<file path="src/rtl/rdser_pkg.sv">
package rdser_pkg;

    typedef enum logic [1:0] {
        CMD_NOP   = 2'b00,
        CMD_READ  = 2'b01,
        CMD_TERM  = 2'b10,
        CMD_SPARE = 2'b11
    } rd_cmd_e;

    // Strobe drive for one clock cycle, split into its two phases.
    typedef struct packed {
        logic oe_r;
        logic lvl_r;
        logic oe_f;
        logic lvl_f;
    } dqs_drive_t;

    localparam dqs_drive_t DQS_IDLE  = '{oe_r: 1'b0, lvl_r: 1'b0, oe_f: 1'b0, lvl_f: 1'b0};
    localparam dqs_drive_t DQS_DATA  = '{oe_r: 1'b1, lvl_r: 1'b1, oe_f: 1'b1, lvl_f: 1'b0};
    localparam dqs_drive_t DQS_PRE   = '{oe_r: 1'b1, lvl_r: 1'b0, oe_f: 1'b1, lvl_f: 1'b0};
    localparam dqs_drive_t DQS_POST  = '{oe_r: 1'b1, lvl_r: 1'b0, oe_f: 1'b0, lvl_f: 1'b0};

    // Select the strobe pattern from data presence in the current,
    // following and preceding cycles.
    function automatic dqs_drive_t dqs_pattern(input logic cur, input logic nxt, input logic prv);
        dqs_drive_t d;
        if (cur) begin
            d = DQS_DATA;
        end else if (nxt) begin
            d = DQS_PRE;
        end else if (prv) begin
            d = DQS_POST;
        end else begin
            d = DQS_IDLE;
        end
        return d;
    endfunction

    // Next column inside an aligned group of 'group' columns (power of two).
    function automatic int unsigned wrap_next_col(input int unsigned col, input int unsigned group);
        int unsigned base;
        base = (col / group) * group;
        return base + ((col + 1) % group);
    endfunction

endpackage

</file>
<file path="src/rtl/rdser_fetch_seq.sv">
module rdser_fetch_seq
    import rdser_pkg::*;
#(
    parameter int BANK_W      = 2,
    parameter int COL_W       = 8,
    parameter int BURST_PAIRS = 2
) (
    input  logic              clk,
    input  logic              rst,
    input  logic [1:0]        cmd_i,
    input  logic [BANK_W-1:0] bank_i,
    input  logic [COL_W-1:0]  col_i,
    output logic              fetch_o,
    output logic [BANK_W-1:0] fbank_o,
    output logic [COL_W-1:0]  fcol_o
);

    localparam int REM_W = $clog2(BURST_PAIRS + 1);
    localparam logic [REM_W-1:0] REM_RELOAD = REM_W'(BURST_PAIRS - 1);

    rd_cmd_e           cmd_e;
    logic [REM_W-1:0]  rem_q;
    logic [BANK_W-1:0] bank_q;
    logic [COL_W-1:0]  col_q;
    logic              cont;

    assign cmd_e = rd_cmd_e'(cmd_i);
    assign cont  = (rem_q != '0);

    always_comb begin
        fetch_o = 1'b0;
        fbank_o = bank_q;
        fcol_o  = col_q;
        if (!rst) begin
            unique case (cmd_e)
                CMD_READ: begin
                    fetch_o = 1'b1;
                    fbank_o = bank_i;
                    fcol_o  = col_i;
                end
                CMD_TERM: begin
                    fetch_o = 1'b0;
                end
                default: begin
                    fetch_o = cont;
                end
            endcase
        end
    end

    always_ff @(posedge clk) begin
        if (rst) begin
            rem_q  <= '0;
            bank_q <= '0;
            col_q  <= '0;
        end else begin
            unique case (cmd_e)
                CMD_READ: begin
                    rem_q  <= REM_RELOAD;
                    bank_q <= bank_i;
                    col_q  <= COL_W'(wrap_next_col(32'(col_i), BURST_PAIRS));
                end
                CMD_TERM: begin
                    rem_q <= '0;
                end
                default: begin
                    if (cont) begin
                        rem_q <= rem_q - 1'b1;
                        col_q <= COL_W'(wrap_next_col(32'(col_q), BURST_PAIRS));
                    end
                end
            endcase
        end
    end

endmodule

</file>
<file path="src/rtl/rdser_lat_pipe.sv">
module rdser_lat_pipe #(
    parameter int WORD_W  = 16,
    parameter int CAS_LAT = 2
) (
    input  logic              clk,
    input  logic              rst,
    input  logic              in_valid,
    input  logic [WORD_W-1:0] in_data,
    output logic              out_valid,
    output logic [WORD_W-1:0] out_data,
    output logic              next_valid,
    output logic              prev_valid
);

    logic [CAS_LAT-1:0] valid_q;
    logic [WORD_W-1:0]  data_q [CAS_LAT];
    logic               tail_q;

    always_ff @(posedge clk) begin
        if (rst) begin
            valid_q[0] <= 1'b0;
            data_q[0]  <= '0;
        end else begin
            valid_q[0] <= in_valid;
            data_q[0]  <= in_valid ? in_data : '0;
        end
    end

    for (genvar s = 1; s < CAS_LAT; s++) begin : g_stage
        always_ff @(posedge clk) begin
            if (rst) begin
                valid_q[s] <= 1'b0;
                data_q[s]  <= '0;
            end else begin
                valid_q[s] <= valid_q[s-1];
                data_q[s]  <= data_q[s-1];
            end
        end
    end

    always_ff @(posedge clk) begin
        if (rst) begin
            tail_q <= 1'b0;
        end else begin
            tail_q <= valid_q[CAS_LAT-1];
        end
    end

    assign out_valid  = valid_q[CAS_LAT-1];
    assign out_data   = data_q[CAS_LAT-1];
    assign next_valid = valid_q[CAS_LAT-2];
    assign prev_valid = tail_q;

endmodule

</file>
<file path="src/rtl/rdser_strobe_gen.sv">
module rdser_strobe_gen
    import rdser_pkg::*;
(
    input  logic cur_valid,
    input  logic next_valid,
    input  logic prev_valid,
    output logic dqs_rise,
    output logic dqs_fall,
    output logic dqs_oe_rise,
    output logic dqs_oe_fall
);

    dqs_drive_t drv;

    always_comb begin
        drv = dqs_pattern(cur_valid, next_valid, prev_valid);
    end

    assign dqs_rise    = drv.lvl_r;
    assign dqs_fall    = drv.lvl_f;
    assign dqs_oe_rise = drv.oe_r;
    assign dqs_oe_fall = drv.oe_f;

endmodule

</file>
<file path="src/rtl/ddr_read_serializer.sv">
module ddr_read_serializer
    import rdser_pkg::*;
#(
    parameter int DATA_W      = 8,
    parameter int BANK_W      = 2,
    parameter int COL_W       = 8,
    parameter int CAS_LAT     = 2,
    parameter int BURST_PAIRS = 2
) (
    input  logic                clk,
    input  logic                rst,
    input  logic [1:0]          cmd,
    input  logic [BANK_W-1:0]   cmd_bank,
    input  logic [COL_W-1:0]    cmd_col,
    output logic                core_rd,
    output logic [BANK_W-1:0]   core_bank,
    output logic [COL_W-1:0]    core_col,
    input  logic [2*DATA_W-1:0] core_rdata,
    output logic [DATA_W-1:0]   dq_rise,
    output logic [DATA_W-1:0]   dq_fall,
    output logic                dq_oe,
    output logic                dqs_rise,
    output logic                dqs_fall,
    output logic                dqs_oe_rise,
    output logic                dqs_oe_fall
);

    localparam int WORD_W = 2 * DATA_W;

    typedef struct packed {
        logic [DATA_W-1:0] upper;
        logic [DATA_W-1:0] lower;
    } pair_t;

    pair_t out_pair;
    logic  [WORD_W-1:0] out_word;
    logic  out_valid, next_valid, prev_valid;

    rdser_fetch_seq #(
        .BANK_W      (BANK_W),
        .COL_W       (COL_W),
        .BURST_PAIRS (BURST_PAIRS)
    ) fetch_i (
        .clk     (clk),
        .rst     (rst),
        .cmd_i   (cmd),
        .bank_i  (cmd_bank),
        .col_i   (cmd_col),
        .fetch_o (core_rd),
        .fbank_o (core_bank),
        .fcol_o  (core_col)
    );

    rdser_lat_pipe #(
        .WORD_W  (WORD_W),
        .CAS_LAT (CAS_LAT)
    ) pipe_i (
        .clk        (clk),
        .rst        (rst),
        .in_valid   (core_rd),
        .in_data    (core_rdata),
        .out_valid  (out_valid),
        .out_data   (out_word),
        .next_valid (next_valid),
        .prev_valid (prev_valid)
    );

    rdser_strobe_gen strobe_i (
        .cur_valid   (out_valid),
        .next_valid  (next_valid),
        .prev_valid  (prev_valid),
        .dqs_rise    (dqs_rise),
        .dqs_fall    (dqs_fall),
        .dqs_oe_rise (dqs_oe_rise),
        .dqs_oe_fall (dqs_oe_fall)
    );

    assign out_pair = pair_t'(out_word);
    assign dq_rise  = out_pair.lower;
    assign dq_fall  = out_pair.upper;
    assign dq_oe    = out_valid;

endmodule

</file>
<file path="config.mk">
export PLATFORM = sky130hd
export DESIGN_NAME = ddr_read_serializer
export DESIGN_NICKNAME = d
export VERILOG_FILES = /design/src/rtl/rdser_pkg.sv /design/src/rtl/rdser_fetch_seq.sv /design/src/rtl/rdser_lat_pipe.sv /design/src/rtl/rdser_strobe_gen.sv /design/src/rtl/ddr_read_serializer.sv
export SDC_FILE = /design/constraint.sdc
export NUM_CORES = 1
export LEC_CHECK = 0
export BUFFER_PORTS_ARGS = -buffer_cell sky130_fd_sc_hd__buf_2
export CORE_MARGIN = 3
export CORE_UTILIZATION = 54
export CTS_BUF_LIST = sky130_fd_sc_hd__clkbuf_4 sky130_fd_sc_hd__clkbuf_8
export DETAILED_ROUTE_END_ITERATION = 7
export GPL_TIMING_DRIVEN = 0
export MAX_ROUTING_LAYER = met4
export PLACE_DENSITY = 0.86
export SYNTH_ARGS = -nofsm -noshare
export SYNTH_HDL_FRONTEND = slang
export SYNTH_SLANG_ARGS = --single-unit
</file>
<file path="constraint.sdc">
create_clock -name clk -period 2.6 [get_ports clk]
set_input_delay 0.52 -clock clk [delete_from_list [all_inputs] [get_ports clk]]
set_output_delay 0.52 -clock clk [all_outputs]
set_load 0.03 [all_outputs]
</file>
==> results of run 1 <==
state kept, by name (all words and copies together) (netlist names):
register,flops
pipe_i.prev_valid,1
pipe_i.out_valid,1
fetch_i.col_q,8
pipe_i.data_q,32
fetch_i.rem_q,2
fetch_i.bank_q,2
pipe_i.next_valid,1
worst paths after layout:
check | endpoint | from | slack (ps) | cells past startpoint
worst max register to register | pipe_i.data_q[0][12]$_SDFF_PP0_ | fetch_i.rem_q[0]$_SDFFE_PP0P_ | 1130 | 5
worst max-delay path | core_rd | cmd[0] | 160 | 7
worst min-delay path | pipe_i.data_q[0][3]$_SDFF_PP0_ | core_rdata[3] | 360 | 2
worst min register to register | pipe_i.data_q[1][3]$_SDFF_PP0_ | pipe_i.data_q[0][3]$_SDFF_PP0_ | 450 | 1
logic make-up (layout without fill, tap and decap cells):
| logic type | Yosys count | count (layout) | synth area share |
|---|---|---|---|
| buffers and inverters | 12 | 80 | 0.0376 |
| xor gates and xnor gates | 1 | 1 | 0.00526 |
| adders and majority gates | 5 | 5 | 0.0376 |
| muxes | 20 | 20 | 0.128 |
| other | 1 | 1 | 0.00225 |
| and+or+nand+nor | 53 | 53 | 0.195 |
| AOI/OAI and AO/OA | 6 | 6 | 0.0293 |
| DFF | 47 | 47 | 0.565 |
through the flow:
step / hold slack (ps) / worst slack (ps) / util / cells
floorplan: 414 / 569 / - / 145
global route: 333 / 22.8 / 0.743 / 244
finish: 364 / 161 / 0.743 / 244
global placement: 415 / 166 / 0.703 / 236
CTS: 352 / 105 / 0.741 / 244
detailed placement: 420 / 110 / 0.703 / 236
timing repair:
action / CTS / global route
setup buffers: 0 / 0
gates resized for setup: 0 / 1
setup endpoints to repair: 0 / 1
layout make-up:
cell class | count | area, um^2 | area share
multi-input combinational | 86 | 669 | 0.316
inverter | 4 | 15.0 | 0.00708
buffer | 8 | 47.5 | 0.0224
tap | 31 | 38.8 | 0.0183
timing repair buffer | 60 | 300 | 0.142
clock buffer | 5 | 37.5 | 0.0177
clock inverter | 3 | 71.3 | 0.0336
sequential | 47 | 941 | 0.444
cell usage in the layout, fill, tap and decap left out:
| master | instances |
|---|---|
| conb_1 | 1 |
| xnor2_1 | 1 |
| mux2i_1 | 10 |
| clkbuf_1 | 3 |
| or3_1 | 1 |
| nor2_1 | 11 |
| inv_8 | 1 |
| inv_1 | 4 |
| and2_2 | 16 |
| mux2_2 | 10 |
| a211oi_4 | 1 |
| or2_2 | 1 |
| nor2b_1 | 22 |
| o31ai_1 | 1 |
| clkbuf_4 | 5 |
| buf_2 | 62 |
| buf_6 | 1 |
| ha_1 | 5 |
| bufinv_16 | 2 |
| a211oi_1 | 1 |
| a21oi_1 | 2 |
| nor2_2 | 1 |
| dfxtp_1 | 47 |
| nor3b_1 | 1 |
| a2111o_1 | 1 |
| buf_4 | 2 |
layer usage:
layer | share of wire | vias to the layer above | wire length (um) | global-route usage
met5 | 0 | - | 0 | -
met1 | 0.37 | 519 | 1070 | 0.159
met4 | 0.010 | 0 | 30 | 0.0727
li1 | - | 592 | - | -
met3 | 0.066 | 4 | 193 | 0.0629
met2 | 0.56 | 37 | 1630 | 0.308
where the power goes:
part / switching, uW / internal [uW]
Sequential: 13.6 / 759
Clock: 229 / 306
Combinational: 136 / 100
synthesized netlist by cell type, drive strengths merged, types with 2 or more instances:
master  number  share of area
dfxtp       47           0.56
nor2b       22          0.083
and2        16          0.072
nor2        12          0.029
mux2        10          0.068
mux2i       10          0.060
buf          5          0.022
ha           5          0.038
inv          4         0.0090
clkbuf       3         0.0068
a211oi       2          0.012
a21oi        2         0.0060
==> out/summary.txt, run 1 <==
Main synth FF type -> dfxtp_1
RSZ-0062 raised after global routing -> no
worst path bufs/invs -> 4
initial antenna violation count -> 0
Pleak -> 0.00104 uW
Inserted Diodes -> 0
Critical Path End Type -> primary output
CP Data Required Time -> 2080 ps
Fmax -> 410 MHz
1st-iter DRT viols -> 29
VDD IR-drop max -> 0.000532 V
fraction of layout cells with a size suffix above 1 -> 0.479
routed len/inst -> 12.0 um
gr ovfl total -> 0
largest net degree at the start of global routing -> 17
CTS sink cnt -> 47
CP Cell Sequence -> buf_2 -> inv_1 -> ha_1 -> nor2_2 -> a211oi_4 -> buf_6 -> buf_2
clock slew at reported path FFs -> 130 ps
HPWL Detailed -> 2290 um
CTS tree -> done
P&R area growth vs syn -> 27.3%
fin. max-slew vios -> 0
final hold vios -> 0
total CTS buffers -> 5
Syn Nets -> 180
Boundary Pins -> 62
Post-DP Area -> 2000 um^2
#FFs+latches synth -> 47
WL final -> 2930 um
wire length of the first global-routing pass -> 4440 um
Crit Path Max Fanout -> 10
arrival time worst endpoint -> 1920 ps
Fill cells -> 205
initial core utilization -> 0.584
overall power -> 1540 uW
DIE AREA -> 3790 um^2
die width -> 61.5 um
vias after detailed routing -> 1152
Warnings, synthesis -> 0
GR Util All Layers -> 0.170
drt drc -> 0
Setup violations, final -> 0
clock root buffer -> clkbuf_4
Hold-fix buffers, CTS -> 0
number of flops mapped to enable cells by yosys -> 0
minimum clock period -> 2440 ps
Pre-antenna DRT Iters -> 2
pwr dens -> 728 nW/um^2
Clock Skews -> 12.6 ps
maximum clock path buffer count -> 2
most frequent CP cell -> buf_2
final net count -> 247
DR vias/cell -> 4.72
critical path class -> in -> out
Final GP Congestion -> 0.724
Cell variety after synth -> 23
crit share post-route -> 0.938
CTS HTree Levels -> 2
post-route ant nets -> 0
synthesized area per cell -> 11.5 um^2
Worst setup SP type -> input port
vias in the first global route -> 1106
max_cap viols -> 0
clock latency on the worst-skew pair -> 360 ps
Core Region -> 2850 um^2
Slowest cell on crit path -> ha_1
CP top delay family -> buffers and inverters
gate count of the mapped netlist -> 145
count of input and output buffers -> 60
# rows -> 19
type of the worst min-delay path -> in -> reg
final instance area -> 2120 um^2
register area share after synthesis -> 0.565
die height -> 61.5 um
CP peak stage delay -> 410 ps
setup TNS -> 0 ps
run status -> finished, final reports clean
synthesized area -> 1670 um^2
Async S/R FF share, synth -> 0
Note: power is estimated with default switching activity, not from simulation.
==> run 2, diff against run 1 <==
--- a/config.mk
+++ b/config.mk
@@ -7,12 +7,11 @@
 export LEC_CHECK = 0
 export BUFFER_PORTS_ARGS = -buffer_cell sky130_fd_sc_hd__buf_2
 export CORE_MARGIN = 3
-export CORE_UTILIZATION = 54
+export CORE_UTILIZATION = 30
 export CTS_BUF_LIST = sky130_fd_sc_hd__clkbuf_4 sky130_fd_sc_hd__clkbuf_8
 export DETAILED_ROUTE_END_ITERATION = 7
 export GPL_TIMING_DRIVEN = 0
 export MAX_ROUTING_LAYER = met4
-export PLACE_DENSITY = 0.86
 export SYNTH_ARGS = -nofsm -noshare
 export SYNTH_HDL_FRONTEND = slang
 export SYNTH_SLANG_ARGS = --single-unit
==> out/summary.txt, run 2 (synthesis results as in run 1) <==
fraction of layout cells with a size suffix above 1 -> 0.476 (-0.00246)
Int Power -> 1150 uW (-1.3%)
CTS sink cnt -> 47 (unchanged)
Setup violations, final -> 0 (unchanged)
Clock Skews -> 6.47 ps (-6.12 ps)
CTS tree -> done
run status -> finished, final reports clean
reg2reg end -> pipe_i.data_q[0][13]$_SDFF_PP0_
Fill cells -> 527 (+160%)
clock latency on the worst-skew pair -> 290 ps (-70 ps)
max_cap viols -> 0 (unchanged)
GR Util All Layers -> 0.104 (-0.0664)
Min-Delay Path Depth -> 1 (-1)
vias after detailed routing -> 1131 (-1.8%)
WL final -> 3020 um (+3.2%)
storage element area -> 941 um^2 (unchanged)
final hold vios -> 0 (unchanged)
initial core utilization -> 0.318 (-0.266)
Hold-fix buffers, CTS -> 0 (unchanged)
HPWL Detailed -> 2280 um (-0.75%)
1st-iter DRT viols -> 22 (-24%)
DIE AREA -> 6480 um^2 (+71%)
final net count -> 247 (unchanged)
Fmax -> 409 MHz (-0.31%)
count of input and output buffers -> 60 (unchanged)
combinational power share -> 0.155 (+0.002)
# Post-CTS Setup Buffers -> 0 (unchanged)
GR Util met3 -> 0.0448 (-0.0181)
clock network fraction of total power -> 0.338 (-0.008)
GRT met2 Usage -> 0.150 (-0.158)
Inserted Diodes -> 0 (unchanged)
met1 usage -> 0.127 (-0.0312)
Sequential Power Share -> 0.507 (+0.006)
VDD IR-drop max -> 0.000312 V (-41%)
HP Start -> pipe_i.data_q[0][1]$_SDFF_PP0_
arrival time worst endpoint -> 1930 ps (about the same)
post-cts resize count -> 0 (unchanged)
setup TNS -> 0 ps (unchanged)
vias in the first global route -> 1070 (-3.3%)
clock slew at reported path FFs -> 80 ps (-50 ps)
Boundary Pins -> 62 (unchanged)
pwr dens -> 702 nW/um^2 (-3.6%)
# placed instances -> 275 (+17%)
post-route ant nets -> 0 (unchanged)
max FFs per register -> 32 (unchanged)
non-filler cells, final -> 282 (+16%)
most used routing layer -> met2
largest net degree at the start of global routing -> 14 (-3)
multi-input gate area in the final layout -> 669 um^2 (unchanged)
drt drc -> 0 (unchanged)
most frequent cells in the layout -> buf_2 (62), dfxtp_1 (47), nor2b_1 (22), and2_2 (16), nor2_1 (11)
Final Util -> 0.414 (-0.330)
# rows -> 26 (+7)
RSZ-0062 raised after global routing -> no
wire length of the first global-routing pass -> 4870 um (+9.6%)
Worst Hold End -> pipe_i.data_q[1][1]$_SDFF_PP0_
Crit Path Max Fanout -> 10 (unchanged)
commonest non-fill, non-tap cell in the layout -> buf_2
Pleak -> 0.00104 uW (-0.25%)
CP Data Required Time -> 2080 ps (about the same)
crit share post-route -> 0.941 (+0.00287)
Top Registers -> pipe_i.data_q: 32 flops, fetch_i.col_q: 8 flops
clock root buffer -> clkbuf_8
gr ovfl total -> 0 (unchanged)
maximum clock path buffer count -> 2 (unchanged)
Sw Ratio -> 0.243 (-0.00166)
Final GP Congestion -> 0.727 (+0.41%)
CTS HTree Levels -> 2 (unchanged)
minimum clock period -> 2450 ps (+7.47 ps)
die height -> 80.5 um (+31%)
Pre-antenna DRT Iters -> 4 (+2)
net switching power -> 370 uW (-2.1%)
most flop-heavy register -> pipe_i.data_q
Critical Path End Type -> primary output
RR Startpoint -> fetch_i.rem_q[0]$_SDFFE_PP0P_
critical path class -> in -> out
r2r setup slk -> 1170 ps (+40 ps)
DR vias/cell -> 4.01 (-15%)
P&R area growth vs syn -> 30.1%
total CTS buffers -> 5 (unchanged)
Core Region -> 5240 um^2 (+84%)
fin. max-slew vios -> 0 (unchanged)
die width -> 80.5 um (+31%)
Worst setup SP type -> input port
routed len/inst -> 10.7 um (-11%)
initial antenna violation count -> 0 (unchanged)
R2R cell count -> 5 (unchanged)
type of the worst min-delay path -> reg -> reg
==> run 2: cell types whose count changed in the layout (fill, tap and decap cells not counted) <==
cell / delta
clkbuf_8: +5
clkbuf_4: -4
bufinv_16: -1
inv_8: -1
==> run 2: power by group through the flow <==
stage               Sequential (uW)  Combinational (uW)  Clock, uW
finish                          771                 236        514
global route                    776                 261        568
CTS                             771                 236        531
detailed placement              788                 234          0
global placement                787                 233          0
floorplan                       805                 146          0
==> run 2: through the flow <==
stage               hold WS (ps)  total power (uW)  area (um^2)  setup slack [ps]
floorplan                    414               951         1670               569
global placement             417              1020         2050              36.9
detailed placement           423              1020         2050              70.4
CTS                          423              1540         2160              63.8
global route                 420              1610         2170              41.2
finish                       438              1520         2170               154
==> run 2: worst max-delay path by stage <==
| stage | startpoint | end | slack, ps | cells after the start |
|---|---|---|---|---|
| final | cmd[0] | core_rd | 150 | 7 |
| after CTS | cmd[0] | core_rd | 60 | 7 |
| after detailed placement | cmd[0] | core_rd | 70 | 7 |
| after floorplan | cmd[1] | core_bank[0] | 570 | 5 |
| after global routing | cmd[0] | core_rd | 40 | 7 |
| after global placement | cmd[0] | core_rd | 40 | 7 |
==> run 2: routing by layer <==
| metal | routed length [um] | vias up |
|---|---|---|
| met4 | 43 | 0 |
| met2 | 1250 | 50 |
| met3 | 325 | 7 |
| li1 | - | 593 |
| met5 | 0 | - |
| met1 | 1400 | 481 |
==> run 2: area by class of cell <==
| type | instances | area share |
|---|---|---|
| plain buffers | 8 | 0.0219 |
| flip-flops and latches | 47 | 0.434 |
| well taps | 70 | 0.0404 |
| multi-input cells | 86 | 0.309 |
| clock buffers | 6 | 0.0352 |
| repair buffers | 60 | 0.139 |
| clock inverters | 1 | 0.0139 |
| inverters | 4 | 0.00693 |
==> run 2: worst max-delay path, stage by stage <==
cell and delay, ps:
buf_2 100, inv_1 40, ha_1 420, nor2_2 90, a211oi_4 370, buf_6 180, buf_2 190
